File: config.mk
export PLATFORM = sky130hd
export DESIGN_NAME = ptc_pad_trigger
export DESIGN_NICKNAME = d
export VERILOG_FILES = /design/src/rtl/ptc_pkg.sv /design/src/rtl/ptc_deskew.sv /design/src/rtl/ptc_tower_map.sv /design/src/rtl/ptc_pick.sv /design/src/rtl/ptc_pad_trigger.sv
export SDC_FILE = /design/constraint.sdc
export NUM_CORES = 1
export LEC_CHECK = 0
export BUFFER_PORTS_ARGS = -buffer_cell sky130_fd_sc_hd__buf_2
export CAP_MARGIN = 40
export CORE_MARGIN = 2
export CORE_UTILIZATION = 40
export CTS_BUF_LIST = sky130_fd_sc_hd__clkbuf_4
export DETAILED_ROUTE_END_ITERATION = 7
export MAX_ROUTING_LAYER = met4
export REMOVE_ABC_BUFFERS = 1
export SYNTH_ARGS = -nofsm -noshare
export SYNTH_HDL_FRONTEND = slang
export SYNTH_SLANG_ARGS = --single-unit
File: constraint.sdc
create_clock -name clk -period 2.6 [get_ports clk]
set_input_delay 0.52 -clock clk [delete_from_list [all_inputs] [get_ports clk]]
set_output_delay 0.52 -clock clk [all_outputs]
set_load 0.01 [all_outputs]
File: src/rtl/ptc_pkg.sv
package ptc_pkg;
    localparam int NUM_GROUPS       = 2;
    localparam int LAYERS_PER_GROUP = 4;
    localparam int NUM_LAYERS       = NUM_GROUPS * LAYERS_PER_GROUP;
    localparam int MAJORITY_MIN     = 3;

    function automatic logic group_majority(input logic [LAYERS_PER_GROUP-1:0] cov);
        int n;
        n = 0;
        for (int i = 0; i < LAYERS_PER_GROUP; i++) begin
            n += int'(cov[i]);
        end
        return n >= MAJORITY_MIN;
    endfunction
endpackage

File: src/rtl/ptc_deskew.sv
module ptc_deskew #(
    parameter int NUM_PADS = 4,
    parameter int MAX_DLY  = 3,
    parameter int DLY_W    = (MAX_DLY > 0) ? $clog2(MAX_DLY + 1) : 1
) (
    input  logic                clk,
    input  logic                rst_n,
    input  logic [NUM_PADS-1:0] hits_in,
    input  logic [DLY_W-1:0]    dly,
    output logic [NUM_PADS-1:0] hits_out
);
    localparam int DEPTH = (MAX_DLY > 0) ? MAX_DLY : 1;

    logic [DEPTH-1:0][NUM_PADS-1:0] line_d, line_q;

    always_comb begin
        line_d[0] = hits_in;
        for (int k = 1; k < DEPTH; k++) begin
            line_d[k] = line_q[k-1];
        end
        hits_out = hits_in;
        for (int k = 1; k <= MAX_DLY; k++) begin
            if (int'(dly) == k) begin
                hits_out = line_q[k-1];
            end
        end
    end

    always_ff @(posedge clk or negedge rst_n) begin
        if (!rst_n) begin
            line_q <= '0;
        end else begin
            line_q <= line_d;
        end
    end
endmodule

File: src/rtl/ptc_tower_map.sv
module ptc_tower_map
    import ptc_pkg::*;
#(
    parameter int NUM_PADS   = 4,
    parameter int NUM_TOWERS = 2 * NUM_PADS - 1
) (
    input  logic [LAYERS_PER_GROUP-1:0][NUM_PADS-1:0] grp_hits,
    output logic [NUM_TOWERS-1:0]                      grp_fire
);
    genvar b;
    generate
        for (b = 0; b < NUM_TOWERS; b++) begin : g_tower
            localparam int PAD_EVEN = (b + 1) / 2;
            localparam int PAD_ODD  = b / 2;
            logic [LAYERS_PER_GROUP-1:0] cov;
            always_comb begin
                for (int l = 0; l < LAYERS_PER_GROUP; l++) begin
                    cov[l] = (l % 2 == 0) ? grp_hits[l][PAD_EVEN] : grp_hits[l][PAD_ODD];
                end
            end
            assign grp_fire[b] = group_majority(cov);
        end
    endgenerate
endmodule

File: src/rtl/ptc_pick.sv
module ptc_pick #(
    parameter int NUM_TOWERS = 7,
    parameter int IDX_W      = (NUM_TOWERS > 1) ? $clog2(NUM_TOWERS) : 1
) (
    input  logic [NUM_TOWERS-1:0] fire,
    output logic                  any_fire,
    output logic [IDX_W-1:0]      first_idx,
    output logic                  several
);
    always_comb begin
        first_idx = '0;
        for (int t = NUM_TOWERS - 1; t >= 0; t--) begin
            if (fire[t]) begin
                first_idx = IDX_W'(t);
            end
        end
        any_fire = |fire;
        several  = |(fire & (fire - 1'b1));
    end
endmodule

File: src/rtl/ptc_pad_trigger.sv
module ptc_pad_trigger
    import ptc_pkg::*;
#(
    parameter int NUM_PADS   = 4,
    parameter int MAX_DLY    = 3,
    parameter int DLY_W      = (MAX_DLY > 0) ? $clog2(MAX_DLY + 1) : 1,
    parameter int NUM_TOWERS = 2 * NUM_PADS - 1,
    parameter int IDX_W      = (NUM_TOWERS > 1) ? $clog2(NUM_TOWERS) : 1
) (
    input  logic                           clk,
    input  logic                           rst_n,
    input  logic [NUM_LAYERS*NUM_PADS-1:0] pad_hits,
    input  logic [NUM_LAYERS*DLY_W-1:0]    dly_cfg,
    output logic                           trig_valid,
    output logic [IDX_W-1:0]               band_idx,
    output logic                           multi_cand
);
    typedef struct packed {
        logic             valid;
        logic [IDX_W-1:0] band;
        logic             multi;
    } result_t;

    logic [NUM_GROUPS-1:0][LAYERS_PER_GROUP-1:0][NUM_PADS-1:0] aligned;
    logic [NUM_GROUPS-1:0][NUM_TOWERS-1:0]                     grp_fire;
    logic [NUM_TOWERS-1:0] tower_fire;
    logic                  any_fire, several;
    logic [IDX_W-1:0]      first_idx;
    result_t               res_d, res_q;

    genvar g, l;
    generate
        for (g = 0; g < NUM_GROUPS; g++) begin : g_grp
            for (l = 0; l < LAYERS_PER_GROUP; l++) begin : g_lyr
                localparam int LI = g * LAYERS_PER_GROUP + l;
                ptc_deskew #(
                    .NUM_PADS(NUM_PADS),
                    .MAX_DLY (MAX_DLY),
                    .DLY_W   (DLY_W)
                ) u_dsk (
                    .clk     (clk),
                    .rst_n   (rst_n),
                    .hits_in (pad_hits[LI*NUM_PADS +: NUM_PADS]),
                    .dly     (dly_cfg[LI*DLY_W +: DLY_W]),
                    .hits_out(aligned[g][l])
                );
            end
            ptc_tower_map #(
                .NUM_PADS  (NUM_PADS),
                .NUM_TOWERS(NUM_TOWERS)
            ) u_map (
                .grp_hits(aligned[g]),
                .grp_fire(grp_fire[g])
            );
        end
    endgenerate

    always_comb begin
        tower_fire = '1;
        for (int k = 0; k < NUM_GROUPS; k++) begin
            tower_fire &= grp_fire[k];
        end
    end

    ptc_pick #(
        .NUM_TOWERS(NUM_TOWERS),
        .IDX_W     (IDX_W)
    ) u_pick (
        .fire     (tower_fire),
        .any_fire (any_fire),
        .first_idx(first_idx),
        .several  (several)
    );

    always_comb begin
        res_d.valid = any_fire;
        res_d.band  = any_fire ? first_idx : '0;
        res_d.multi = any_fire & several;
    end

    always_ff @(posedge clk or negedge rst_n) begin
        if (!rst_n) begin
            res_q <= '0;
        end else begin
            res_q <= res_d;
        end
    end

    assign trig_valid = res_q.valid;
    assign band_idx   = res_q.band;
    assign multi_cand = res_q.multi;
endmodule

Word-level counts from Yosys, hierarchy flattened. Index checks and enable logic that the tools add are counted.

$lt $le $gt $ge: 14. Muxes and demuxes: 32. Equal/unequal tests: 24. Add/subtract/negate cells: 43. Bitwise logic cells: 3. Reductions and logical operators: 2.

Operator list (count): $add A32 B2 Y32 (28); $ge A32 B3 Y1 const B (14); $mux W4 (24); $eq A2 B2 Y1 const B (16); $add A1 B1 Y2 (14); $mux W3 (8); $eq A2 B1 Y1 const B (8); $and A7 B7 Y7 (2); $reduce_or A7 Y1 (2); $sub A7 B1 Y7 const B (1); $and A1 B1 Y1 (1).

Bits of input ports: 50. Bits in registers: 101. Logic and storage cells: 145. Output and inout port bits: 5.

Logic depth before layout (Yosys ltp).
Depth after elaboration: 17. Gate-level depth with buffers: 11. Mapped depth without buffers: 11.

Modules after synthesis. A second synthesis with hierarchy kept.

Cells, all modules: 266. Area total of the unflattened synthesis: 4476.8 µm².

By module, submodules not included: ptc_deskew (times used 8, area each 405.4 µm², seq. area each 300.3 µm², cells each 16); ptc_tower_map (times used 2, area each 454.2 µm², seq. area each 0.0 µm², cells each 51); ptc_pad_trigger (times used 1, area each 193.9 µm², seq. area each 125.1 µm², cells each 16); ptc_pick (times used 1, area each 131.4 µm², seq. area each 0.0 µm², cells each 20).

Worst setup path after synthesis. No wires, ideal clock.

Path kind: input -> register. From: input dly_cfg[0]. To: register res_q, in the netlist multi_cand. Stages on the path: 11. Setup slack: -396 ps. Arrival time: 2910 ps. Path buffers: 0. Library setup time: 86 ps. Data required time: 2514 ps. Cells stage by stage: mux4_2 > ha_1 > xor2_1 > ha_1 > a21o_1 > ha_1 > a21oi_1 > or2_4 > and2_4 > o2111a_1 > o221ai_2.

RTL lines: from (decl) (line ptc_pad_trigger.sv:13) `input logic [NUM_LAYERS*DLY_W-1:0] dly_cfg,`; to (signal assigned) (line ptc_pad_trigger.sv:85) `res_q <= res_d;`; to (decl) (line ptc_pad_trigger.sv:29) `result_t res_d, res_q;`.

==> results.md <==
* Final Hold Vio Count at 0
* Synth Area per Inst at 17.19 um2
* RSZ-0062 raised after global routing: true
* Worst-path clk slew at 0.16 ns
* Initial detailed-routing violation count at 90
* Maxcap violations at 0
* Element type at the critical path end: register
* Drt total wl at 7899 um
* Final Slew Violations at 0
* Congestion Overflow GR at 0
* CTS H-Tree Depth at 3
* Comb pwr share at 0.311
* Post-Route Skew at 0.02518 ns
* R2r endpoint: multi_cand
* First-pass GRT wire length at 13350 um
* DIE AREA at 0.01154 mm2
* Power share of the clock group at 0.226
* Starting density of the core at 0.4126
* Gr usage total at 0.1567
* Unique masters post-synth at 26
* Reg area at 0.002527 mm2
* Critical path arrival at 3.22 ns
* Failing checks: setup timing
* Share of cells above drive strength 1 at 0.5540
* Final period utilization at 1.111
* Buf/Inv on CP at 0
* Hold buffers post-CTS at 0
* DP HPWL at 5981 um
* Clock Latency Late Sink at 0.46 ns
* Final std cells w/o fill at 498
* Critical path fanouts, max at 3
* Slowest CP cell: mux4_2
* Crit. path cell count at 11
* Hold crit path type: primary input to async pin
* CP Launch Type: register
* Via Count at 2399
* Static leakage at 2.589 nW
* Peak supply drop at 278.0 uV
* Status: complete, but fails checks
* WP data required at 2.93 ns
* Yosys top cell area share at 0.5906
* Total CTS buffers at 9
* Final WS setup at -0.2894 ns
* Sequential area share after synthesis at 0.5906
* Tightest Pin Transition at 0.5466 ns
* RD Place Congestion at 0.8463
* Reg2reg setup slack at -0.29 ns
* Largest net degree at the start of global routing at 44
* CP Cell Sequence: mux4_2 > ha_4 > xor2_1 > ha_2 > a21o_1 > ha_1 > a21o_1 > o21ai_2 > nand4_1 > o21bai_1 > o221ai_2
* Dpl cells at 474
* Reg-to-Reg Start: g_grp[0].g_lyr[1].u_dsk.line_d[8]
* Crit path top cell by count: a21o_1
* R2R cell count at 11
* DRC at 0
* Synth top area cells: dfrtp_1 59%, mux4_2 17%, ha_1 8.8%
* Switching pwr at 1.088 mW
* CP top delay family: compound AO/OA/AOI/OAI gates
* Synthesized cell area at 0.004279 mm2
* P_int at 2.620 mW
* Vias in the first global route at 2632
* CP Class: register to register
* Drt first pass iters at 4
* Root Buffer: clkbuf_4
* Die span in x at 107.4 um
* Syn Inst Count at 249
* # nets final at 448
* Wire length per cell at 15.86 um
* CTS tree: yes
* IO Count at 55
* Power Dens Cells at 665.9 mW/mm2
* Layout fillers at 853
* Post-DRT Antenna Nets at 0
* Initial antenna violation count at 1
* F_max at 346.1 MHz
* Avg Vias per Cell at 4.817
* Minimum clock period at 2.889 ns
* Num rows at 37
* Share of power burned in registers at 0.463
* Synthesized flop and latch total at 101
* Slew HR at 0.6356
* Synth area leader: dfrtp_1
* Largest stage delay, worst path at 0.54 ns
* PortBufs at 54
* CTS Buffer Depth at 2
* Hold Slack at 0.03060 ns
* Ys Warns at 0
* Clock sinks at 101
* P&R area growth vs syn at 30.15%
* Die Span Y at 107.4 um
* Area of the multi-input gates at 0.001966 mm2
* Final setup fails at 5
* Core area at 0.01037 mm2
* Switch share at 0.2934
cells in the mapped netlist:
| library cell | instances |
|---|---|
| maj3_2 | 1 |
| o2111a_1 | 1 |
| and3_1 | 3 |
| a21oi_1 | 2 |
| fa_1 | 12 |
| mux4_2 | 32 |
| o21ai_1 | 3 |
| nand2b_1 | 2 |
| a21o_1 | 5 |
| nand4_1 | 1 |
| o221ai_2 | 1 |
| a21boi_0 | 1 |
| and2_4 | 1 |
| nand2_1 | 1 |
| ha_1 | 30 |
| xor2_1 | 2 |
| o22ai_2 | 1 |
| nor2_1 | 1 |
| dfrtp_1 | 101 |
| o22ai_1 | 2 |
| inv_1 | 33 |
| o21ai_0 | 1 |
| or2_4 | 1 |
| nor2b_1 | 9 |
| a21bo_2 | 1 |
| o21bai_1 | 1 |
per-stage QoR:
stage | area [um2] | setup slack (ns) | TNS [ns] | util | total power, mW
floorplan | 4279 | -0.3955 | -1.201 | - | 2.244
global placement | 5010 | -0.6846 | -3.111 | 0.4831 | 2.578
detailed placement | 5010 | -0.7608 | -3.422 | 0.4831 | 2.616
CTS | 5478 | -0.2995 | -0.9817 | 0.5282 | 3.691
global route | 5569 | -0.3904 | -1.586 | 0.5370 | 3.953
finish | 5569 | -0.2894 | -1.114 | 0.5370 | 3.708
flip-flops by register name, summed over array words and instances (netlist names):
name,count
g_grp.g_lyr.u_dsk.line_d,64
g_grp.g_lyr.u_dsk.line_q,32
band_idx,3
multi_cand,1
trig_valid,1
power by group through the flow:
stage                     Sequential [mW]  Combinational (mW)  Clock, mW
after floorplan                      1.75               0.493          0
after global placement               1.74               0.836          0
after detailed placement             1.75               0.869          0
after CTS                            1.72                1.10      0.870
after global routing                 1.73                1.28      0.947
final                                1.72                1.15      0.838
cell type report:
| type | count | area share |
|---|---|---|
| Multi-Input combinational cell | 115 | 0.3530 |
| Clock inverter | 7 | 0.01438 |
| Sequential cell | 101 | 0.4538 |
| Tap cell | 136 | 0.03055 |
| Timing Repair Buffer | 96 | 0.1135 |
| Inverter | 33 | 0.02224 |
| Clock buffer | 9 | 0.01213 |
| Antenna cell | 1 | 0.0004493 |
per-layer routing:
layer,GRT usage,routed length (um)
met3,0.03148,273
met5,-,0
met1,0.2280,3844
met4,0.04945,127
met2,0.2247,3653
worst reg2reg max path, delay by kind of cell (launching register included):
family / cells / cell delay [ns]
AO/OA/AOI/OAI: 5 / 0.76
adder cells (fa/ha/maj): 3 / 0.74
multiplexers: 1 / 0.54
flip-flops: 1 / 0.40
AND/OR/NAND/NOR: 1 / 0.17
XOR/XNOR: 1 / 0.16
timing repair:
item | CTS | global route
pin swaps | 38 | 14
buffers inserted | 5 | 4
endpoints found under the setup margin | 5 | 5
gates resized for setup | 55 | 10
cloned | 0 | 0
logic make-up after synthesis:
group,synth area share
xor gates and xnor gates,0.004094
DFF,0.5906
and+or+nand+nor,0.02778
muxes,0.1684
AOI/OAI and AO/OA,0.03362
adders and majority gates,0.1465
buffers and inverters,0.02895
how the worst max path moves through the flow:
stage | from | endpoint
2_1_floorplan | dly_cfg[0] | multi_cand
3_3_place_gp | dly_cfg[10] | multi_cand
3_5_place_dp | dly_cfg[10] | multi_cand
4_1_cts | g_grp[0].g_lyr[0].u_dsk.line_d[5] | multi_cand
5_1_grt | g_grp[0].g_lyr[0].u_dsk.line_d[9] | multi_cand
6_report | g_grp[0].g_lyr[1].u_dsk.line_d[8] | multi_cand
placed cells by master (no fill, tap or decap), types with 5 or more instances in the layout:
cell type	n
a21o_1	5
buf_2	53
buf_4	36
buf_6	5
clkbuf_4	9
dfrtp_1	101
fa_2	9
ha_1	13
ha_4	15
inv_1	28
inv_2	5
mux4_2	32
Note: power is estimated with default switching activity, not from simulation.
